<file path="config.mk">
export PLATFORM = sky130hd
export DESIGN_NAME = clkdiv_dual_group
export DESIGN_NICKNAME = d
export VERILOG_FILES = /design/src/rtl/clkdiv_pkg.sv /design/src/rtl/clkdiv_en_capture.sv /design/src/rtl/clkdiv_lane.sv /design/src/rtl/clkdiv_dual_group.sv
export SDC_FILE = /design/constraint.sdc
export NUM_CORES = 1
export LEC_CHECK = 0
export BUFFER_PORTS_ARGS = -buffer_cell sky130_fd_sc_hd__buf_4
export CAP_MARGIN = 0
export CORE_ASPECT_RATIO = 0.9
export CORE_MARGIN = 2
export CORE_UTILIZATION = 51
export DETAILED_ROUTE_END_ITERATION = 8
export GPL_TIMING_DRIVEN = 0
export PLACE_DENSITY = 0.76
export SYNTH_ARGS = -nofsm -noshare
export SYNTH_HDL_FRONTEND = slang
export SYNTH_SLANG_ARGS = --single-unit
</file>
<file path="constraint.sdc">
create_clock -name clk_in -period 2.3 [get_ports clk_in]
set_clock_uncertainty 0.05 [all_clocks]
set_input_delay 0.23 -clock clk_in [delete_from_list [all_inputs] [get_ports clk_in]]
set_output_delay 0.23 -clock clk_in [all_outputs]
set_load 0.03 [all_outputs]
</file>
<file path="src/rtl/clkdiv_pkg.sv">
package clkdiv_pkg;
  localparam int unsigned CNT_W   = 3;
  localparam int unsigned NUM_GRP = 2;
  localparam int unsigned GRP_A   = 0;
  localparam int unsigned GRP_B   = 1;

  typedef logic [CNT_W-1:0] ratio_t;

  // Group A: one select bit picks /2 or /4
  function automatic ratio_t ratio_a(input logic s);
    return s ? ratio_t'(4) : ratio_t'(2);
  endfunction

  // Group B: 00 -> /4, 01 -> /6, 10 and 11 -> /5
  function automatic ratio_t ratio_b(input logic [1:0] s);
    case (s)
      2'b00:   return ratio_t'(4);
      2'b01:   return ratio_t'(6);
      default: return ratio_t'(5);
    endcase
  endfunction
endpackage

</file>
<file path="src/rtl/clkdiv_en_capture.sv">
module clkdiv_en_capture (
  input  logic clk,
  input  logic rst_n,
  input  logic en,
  output logic en_q
);
  // Captured while the clock is low; it governs the following rising edge.
  always_ff @(negedge clk or negedge rst_n) begin
    if (!rst_n) en_q <= 1'b0;
    else        en_q <= en;
  end
endmodule

</file>
<file path="src/rtl/clkdiv_lane.sv">
module clkdiv_lane #(
  parameter int unsigned CW = 3
) (
  input  logic          clk,
  input  logic          rst_n,
  input  logic          adv,
  input  logic [CW-1:0] ratio_in,
  output logic          div_clk,
  output logic          at_term,
  output logic [CW-1:0] ratio_cur
);
  localparam logic [CW-1:0] RST_RATIO = CW'(2);
  localparam logic [CW-1:0] ONE       = CW'(1);

  logic [CW-1:0] cnt_q, cnt_d;
  logic [CW-1:0] ratio_q, ratio_d;
  logic          out_q, out_d;

  // Reset count is all ones, so the first advance is always a terminal count.
  assign at_term = (cnt_q >= (ratio_q - ONE));

  always_comb begin
    cnt_d   = cnt_q;
    ratio_d = ratio_q;
    out_d   = out_q;
    if (adv) begin
      if (at_term) begin
        cnt_d   = '0;
        ratio_d = ratio_in;
      end else begin
        cnt_d = cnt_q + ONE;
      end
      out_d = (cnt_d < (ratio_d >> 1));
    end
  end

  always_ff @(posedge clk or negedge rst_n) begin
    if (!rst_n) begin
      cnt_q   <= '1;
      ratio_q <= RST_RATIO;
      out_q   <= 1'b0;
    end else begin
      cnt_q   <= cnt_d;
      ratio_q <= ratio_d;
      out_q   <= out_d;
    end
  end

  assign div_clk   = out_q;
  assign ratio_cur = ratio_q;
endmodule

</file>
<file path="src/rtl/clkdiv_dual_group.sv">
module clkdiv_dual_group
  import clkdiv_pkg::*;
#(
  parameter int unsigned CW = CNT_W
) (
  input  logic       clk_in,
  input  logic       mr_n,
  input  logic       en,
  input  logic       sel_a,
  input  logic [1:0] sel_b,
  output logic       clk_a,
  output logic       clk_b
);
  logic                         en_q;
  logic [NUM_GRP-1:0][CW-1:0]   ratio_req;
  logic [NUM_GRP-1:0][CW-1:0]   ratio_cur;
  logic [NUM_GRP-1:0]           term;
  logic [NUM_GRP-1:0]           div_out;

  clkdiv_en_capture u_en (
    .clk   (clk_in),
    .rst_n (mr_n),
    .en    (en),
    .en_q  (en_q)
  );

  assign ratio_req[GRP_A] = CW'(ratio_a(sel_a));
  assign ratio_req[GRP_B] = CW'(ratio_b(sel_b));

  for (genvar g = 0; g < NUM_GRP; g++) begin : g_lane
    clkdiv_lane #(.CW(CW)) u_lane (
      .clk       (clk_in),
      .rst_n     (mr_n),
      .adv       (en_q),
      .ratio_in  (ratio_req[g]),
      .div_clk   (div_out[g]),
      .at_term   (term[g]),
      .ratio_cur (ratio_cur[g])
    );
  end

  assign clk_a = div_out[GRP_A];
  assign clk_b = div_out[GRP_B];
endmodule

</file>
==> flow_summary_export.csv, run 1 <==
group,metric,value,unit
status,status,"complete, but fails checks",
status,failed_checks,"setup timing",
logic_synthesis,ys_types,31,
placed_design,gp_congestion,0.6818,
die,rows,14,
placed_design,detailed_place_hpwl,1.118,mm
route,drc,0,
logic_synthesis,synth_cells,77,
layout,nFillCells,118,
timing,maxSlewHeadroom,80.56,%
die,dieArea,2030,um2
die,die_w,47.28,um
timing,min_period_over_period,106.6,%
route,drt_wl_total,1.653,mm
critical_path,cp_max_fo,2,
clocking,cts-root-buf,"clkbuf_4",
layout,mostFrequentLayoutCell,"buf_4",
logic_synthesis,synth_area,859.6,um2
clocking,tritoncts,"done",
logic_synthesis,yosysWarnings,0,
layout,multi_input_area,529.3,um2
critical_path,cp_slowest_cell,"dfstp_2",
timing,setup_ws,-152.7,ps
layout,mostFrequentLayoutCells,"buf_4, ha_1, dfstp_2",
global_routing,grt_pass1_vias,662,
timing,hold_violations,0,
logic_synthesis,synth.ff_latch_count,14,
clocking,cts_sinks,14,
global_routing,antenna_found_initial,0,
die,coreArea,1629,um2
die,io_pins,8,
logic_synthesis,syn_nets,93,
global_routing,grt_start_max_net_pins,15,
min_path,hp-class,"in -> reg",
logic_synthesis,synthArstFlopShare,100.0,%
timing,rsz0062_at_grt,"true",
timing,fin_tns_setup,-219.3,ps
layout,regArea,360.3,um2
logic_synthesis,synthFlopType,"dfstp_2",
placed_design,io_buffers,7,
clocking,path_clk_slew,90,ps
critical_path,worstPathCellList,"inv_2 > ha_4 > xnor2_1 > ha_1 > a21oi_2 > o21a_1 > and2_4 > ha_4 > nand2b_1 > a21oi_1 > a221o_1",
die,die_y,42.95,um
timing,setup_viol,3,
route,drtAntennaViolNets,0,
critical_path,cp.arrival,2570,ps
route,wl_per_cell,13.66,um
layout,nets,114,
timing,fmaxAchievable,407.7,MHz
clocking,clock_latency,280,ps
timing,worst_slew_pin_slew,291.6,ps
logic_synthesis,synth_edf_count,0,
critical_path,max_stage_delay,550,ps
clocking,cts_buffers,3,
logic_synthesis,ys_seq_area_share,41.92,%
global_routing,grt_pass1_wl,2.953,mm
clocking,htree_num_levels,1,
route,dr.pass1.iters,5,
flow_run,drv_cap,0,
layout,final_layout_size_suffix_gt1_share,45.36,%
layout,num_antenna_cells,0,
logic_synthesis,postSynthAreaPerCell,11.16,um2
critical_path,cp_data_required_time,2420,ps
layout,final_util,68.74,%
clocking,cts_buffer_depth,2,
critical_path,r2r_slack,-150,ps
route,vias_per_cell,5.157,
route,drt_iter0_markers,10,
critical_path,worstSetupStartpointType,"register",
timing,min_period,2453,ps
die,start_util,52.76,%
global_routing,track_usage,21.29,%
critical_path,crit_type,"reg -> reg",
timing,drv_slew,0,
route,num_vias,624,
critical_path,cp_common_cell,"ha_4",
global_routing,overflow,0,
critical_path,endpoint_kind,"register",
layout,area_growth,30.28,%
registers in the layout, summed over array words and instances (netlist names):
name,count
g_lane.u_lane.cnt_q,6
g_lane.u_lane.ratio_cur,5
g_lane.u_lane.div_clk,2
u_en.en_q,1
cell usage after synthesis, types with 2 or more instances:
master / instances / area (um2)
ha_1: 10 / 125.1
dfstp_2: 8 / 210.2
inv_1: 6 / 22.52
nand2_1: 6 / 22.52
dfrtp_1: 5 / 125.1
mux2i_1: 5 / 50.05
nand2b_1: 4 / 25.02
a21oi_1: 3 / 15.01
o21ai_0: 3 / 15.01
xor2_1: 3 / 26.28
and2_1: 2 / 12.51
mux2_2: 2 / 22.52
nor2_1: 2 / 7.510
cell families (layout without fill, tap and decap cells):
logic type | after synthesis | count (layout) | synth area share (%)
adders and majority gates | 10 | 10 | 14.56
buffers and inverters | 7 | 27 | 3.202
xor gates and xnor gates | 4 | 4 | 4.076
muxes | 9 | 9 | 11.50
AOI/OAI and AO/OA | 15 | 15 | 13.54
and+or+nand+nor | 18 | 18 | 11.21
DFF | 14 | 14 | 41.92
path summary, 6_finish.rpt:
| path | depth (start not counted) | from | end |
|---|---|---|---|
| min in group asynchronous | 2 | mr_n | g_lane[1].u_lane.ratio_cur[2]$_DFFE_PN0P_ |
| setup / recovery | 11 | g_lane[1].u_lane.ratio_cur[1]$_DFFE_PN1P_ | g_lane[1].u_lane.div_clk$_DFFE_PN0P_ |
| setup reg to reg | 11 | g_lane[1].u_lane.ratio_cur[1]$_DFFE_PN1P_ | g_lane[1].u_lane.div_clk$_DFFE_PN0P_ |
| hold reg to reg | 1 | g_lane[1].u_lane.ratio_cur[0]$_DFFE_PN0P_ | g_lane[1].u_lane.ratio_cur[0]$_DFFE_PN0P_ |
| hold / removal | 2 | sel_a | g_lane[0].u_lane.ratio_cur[1]$_DFFE_PN1P_ |
| max in group asynchronous | 2 | mr_n | u_en.en_q$_DFF_NN0_ |
layout make-up:
class | instances | area share (%)
multi-input combinational | 56 | 47.26
clock buffer | 4 | 3.240
timing repair buffer | 16 | 11.62
sequential | 14 | 32.18
tap | 24 | 2.682
buffer | 1 | 1.006
inverter | 6 | 2.011
timing repair:
action                                  CTS  global route
pin swaps                                11             3
endpoints found under the hold margin    13             0
setup buffers                             7             1
gates resized for setup                   9             4
endpoints found under the setup margin    4             7
hold buffers                              1             0
critical path: cells and delay by family, from the launching register on:
family,cells,cell delay (ps)
AOI/OAI and AO/OA,4,700
xor gates and xnor gates,1,120
adders and majority gates,3,570
buffers and inverters,1,50
DFF,1,550
and+or+nand+nor,2,290
layer usage:
metal / vias up / wire, um / track usage, %
met3: 4 / 38 / 2.553
met1: 299 / 790 / 29.67
li1: 311 / - / -
met5: - / 0 / 0
met4: 0 / 38 / 11.67
met2: 10 / 785 / 31.35
metrics by stage:
step                      hold WS [ps]  setup WS [ps]  cells  instance area, um2
after floorplan                 -115.6         -65.98     77               884.6
after global placement           38.03         -150.0    108               967.2
after detailed placement         36.29         -200.2    108               967.2
after CTS                        59.19         -127.6    120                1097
after global routing             73.86         -284.4    121                1120
final                            68.13         -152.7    121                1120
Power of run 1 is left out: the tool's default activity adds up to more than one toggle a clock period on the data nets, which glitch-free logic cannot reach.
==> inputs of run 2 (changes only) <==
--- a/config.mk
+++ b/config.mk
@@ -9,10 +9,11 @@
 export CAP_MARGIN = 0
 export CORE_ASPECT_RATIO = 0.9
 export CORE_MARGIN = 2
-export CORE_UTILIZATION = 51
+export CORE_UTILIZATION = 54
+export CTS_BUF_LIST = sky130_fd_sc_hd__clkbuf_4
 export DETAILED_ROUTE_END_ITERATION = 8
 export GPL_TIMING_DRIVEN = 0
-export PLACE_DENSITY = 0.76
+export PLACE_DENSITY = 0.79
 export SYNTH_ARGS = -nofsm -noshare
 export SYNTH_HDL_FRONTEND = slang
 export SYNTH_SLANG_ARGS = --single-unit
==> flow_summary_export.csv, run 2 (same netlist as run 1, synthesis figures left out) <==
group,metric,value,unit
global_routing,grtUsageMet3,7.826,%
layout,multi_input_area,566.8,um2
timing,min_period_over_period,108.5,%
critical_path,cp_max_fo,2,
global_routing,antenna_found_initial,0,
die,die_y,41.85,um
layout,regArea,360.3,um2
placed_design,detailed_place_hpwl,1.078,mm
layout,top_register,"g_lane.u_lane.cnt_q",
clocking,htree_num_levels,1,
layout,mostFrequentLayoutCell,"buf_4",
critical_path,crit_type,"reg -> reg",
critical_path,cp.arrival,2690,ps
clocking,path_clk_slew,80,ps
route,drt_iter0_markers,10,
critical_path,r2r_start,"g_lane[1].u_lane.ratio_cur[1]$_DFFE_PN1P_",
timing,drv_slew,0,
route,drt_wl_total,1.768,mm
critical_path,cp_data_required_time,2490,ps
critical_path,endpoint_kind,"register",
clocking,cts_buffers,3,
timing,hold_violations,0,
timing,min_period,2496,ps
min_path,hp-class,"in -> reg",
layout,largest_register_ff_count,6,
die,dieArea,1927,um2
global_routing,grt_most_used_layer,"met2",
placed_design,io_buffers,7,
route,vias_per_cell,5.832,
clocking,tritoncts,"done",
route,num_vias,659,
global_routing,track_usage,20.35,%
die,start_util,58.72,%
layout,mostFrequentLayoutCells,"buf_4, ha_1, dfstp_2",
route,dr.pass1.iters,4,
layout,final_layout_size_suffix_gt1_share,47.96,%
placed_design,gp_congestion,0.7436,
status,failed_checks,"setup timing",
critical_path,startpoint,"g_lane[1].u_lane.ratio_cur[1]$_DFFE_PN1P_",
critical_path,worstSetupStartpointType,"register",
global_routing,use_met2,31.94,%
timing,fmaxAchievable,400.6,MHz
global_routing,grt_util_met1,27.22,%
timing,worst_slew_pin_slew,374.3,ps
die,coreArea,1464,um2
die,io_pins,8,
route,drtAntennaViolNets,0,
timing,setup_ws,-196.5,ps
clocking,cts_buffer_depth,2,
route,wl_per_cell,15.65,um
die,die_w,46.06,um
min_path,min_from,"sel_a",
timing,maxSlewHeadroom,74.96,%
status,status,"complete, but fails checks",
global_routing,grt_pass1_vias,646,
clocking,cts-root-buf,"clkbuf_4",
layout,nets,115,
layout,num_antenna_cells,0,
route,drc,0,
global_routing,grt_start_max_net_pins,15,
layout,nFillCells,74,
global_routing,grt_pass1_wl,2.794,mm
timing,setup_viol,4,
flow_run,drv_cap,0,
layout,area_growth,33.62,%
global_routing,overflow,0,
die,rows,13,
clocking,cts_sinks,14,
timing,rsz0062_at_grt,"true",
clocking,clock_latency,300,ps
placed_design,place_ws,-191.4,ps
run 2: changes by cell type in the layout (fill, tap and decap cells not counted), sizes merged:
cell    change
buf         +1
clkinv      +1
clkbuf      -1
run 2: path summary, 6_finish.rpt:
check	cells after the start	to	slack, ps
worst max-delay path	10	g_lane[1].u_lane.div_clk$_DFFE_PN0P_	-200
worst min-delay path	2	g_lane[0].u_lane.ratio_cur[1]$_DFFE_PN1P_	50
worst max register to register	10	g_lane[1].u_lane.div_clk$_DFFE_PN0P_	-200
worst min register to register	1	g_lane[0].u_lane.div_clk$_DFFE_PN0P_	460
max in group asynchronous	2	u_en.en_q$_DFF_NN0_	710
min in group asynchronous	2	g_lane[0].u_lane.ratio_cur[2]$_DFFE_PN0P_	260
run 2: per-stage QoR:
stage / util (%) / instances / TNS (ps) / cell area, um2 / hold WS, ps
2_1_floorplan: - / 77 / -65.98 / 884.6 / -115.6
3_3_place_gp: 65.30 / 99 / -263.5 / 955.9 / 37.10
3_5_place_dp: 65.30 / 99 / -345.8 / 955.9 / 38.60
4_1_cts: 72.99 / 109 / -202.9 / 1069 / 65.67
5_1_grt: 78.46 / 113 / -667.7 / 1149 / 60.25
6_report: 78.46 / 113 / -223.3 / 1149 / 52.63
run 2: timing repair:
action                                  CTS  global route
pin swaps                                 6             7
hold buffers                              1             0
endpoints found under the setup margin    4             8
gates resized for setup                   7             9
setup buffers                             5             4
endpoints found under the hold margin    13             0
run 2: layout make-up:
class                   count  share of cell area, %
well taps                  15                  1.634
clock buffers               3                  1.961
flip-flops and latches     14                  31.37
plain buffers               1                 0.9804
multi-input cells          56                  49.35
inverters                   6                  1.961
repair buffers             17                  12.42
clock inverters             1                 0.3268
run 2: worst max-delay path, cell delays in order, from the launching register on:
cell and delay (ps):
dfstp_2 540, inv_2 50, ha_4 150, xnor2_2 120, ha_1 320, a21oi_2 220, o21a_1 180, and2_4 160
ha_4 200, a2111oi_4 280, a221o_1 160
run 2: layer usage:
metal / up-vias / part of all wire, %
li1: 316 / -
met4: 0 / 3.3
met3: 7 / 6.8
met5: - / 0
met1: 316 / 46
met2: 20 / 44
Power of run 2 is left out for the same reason.
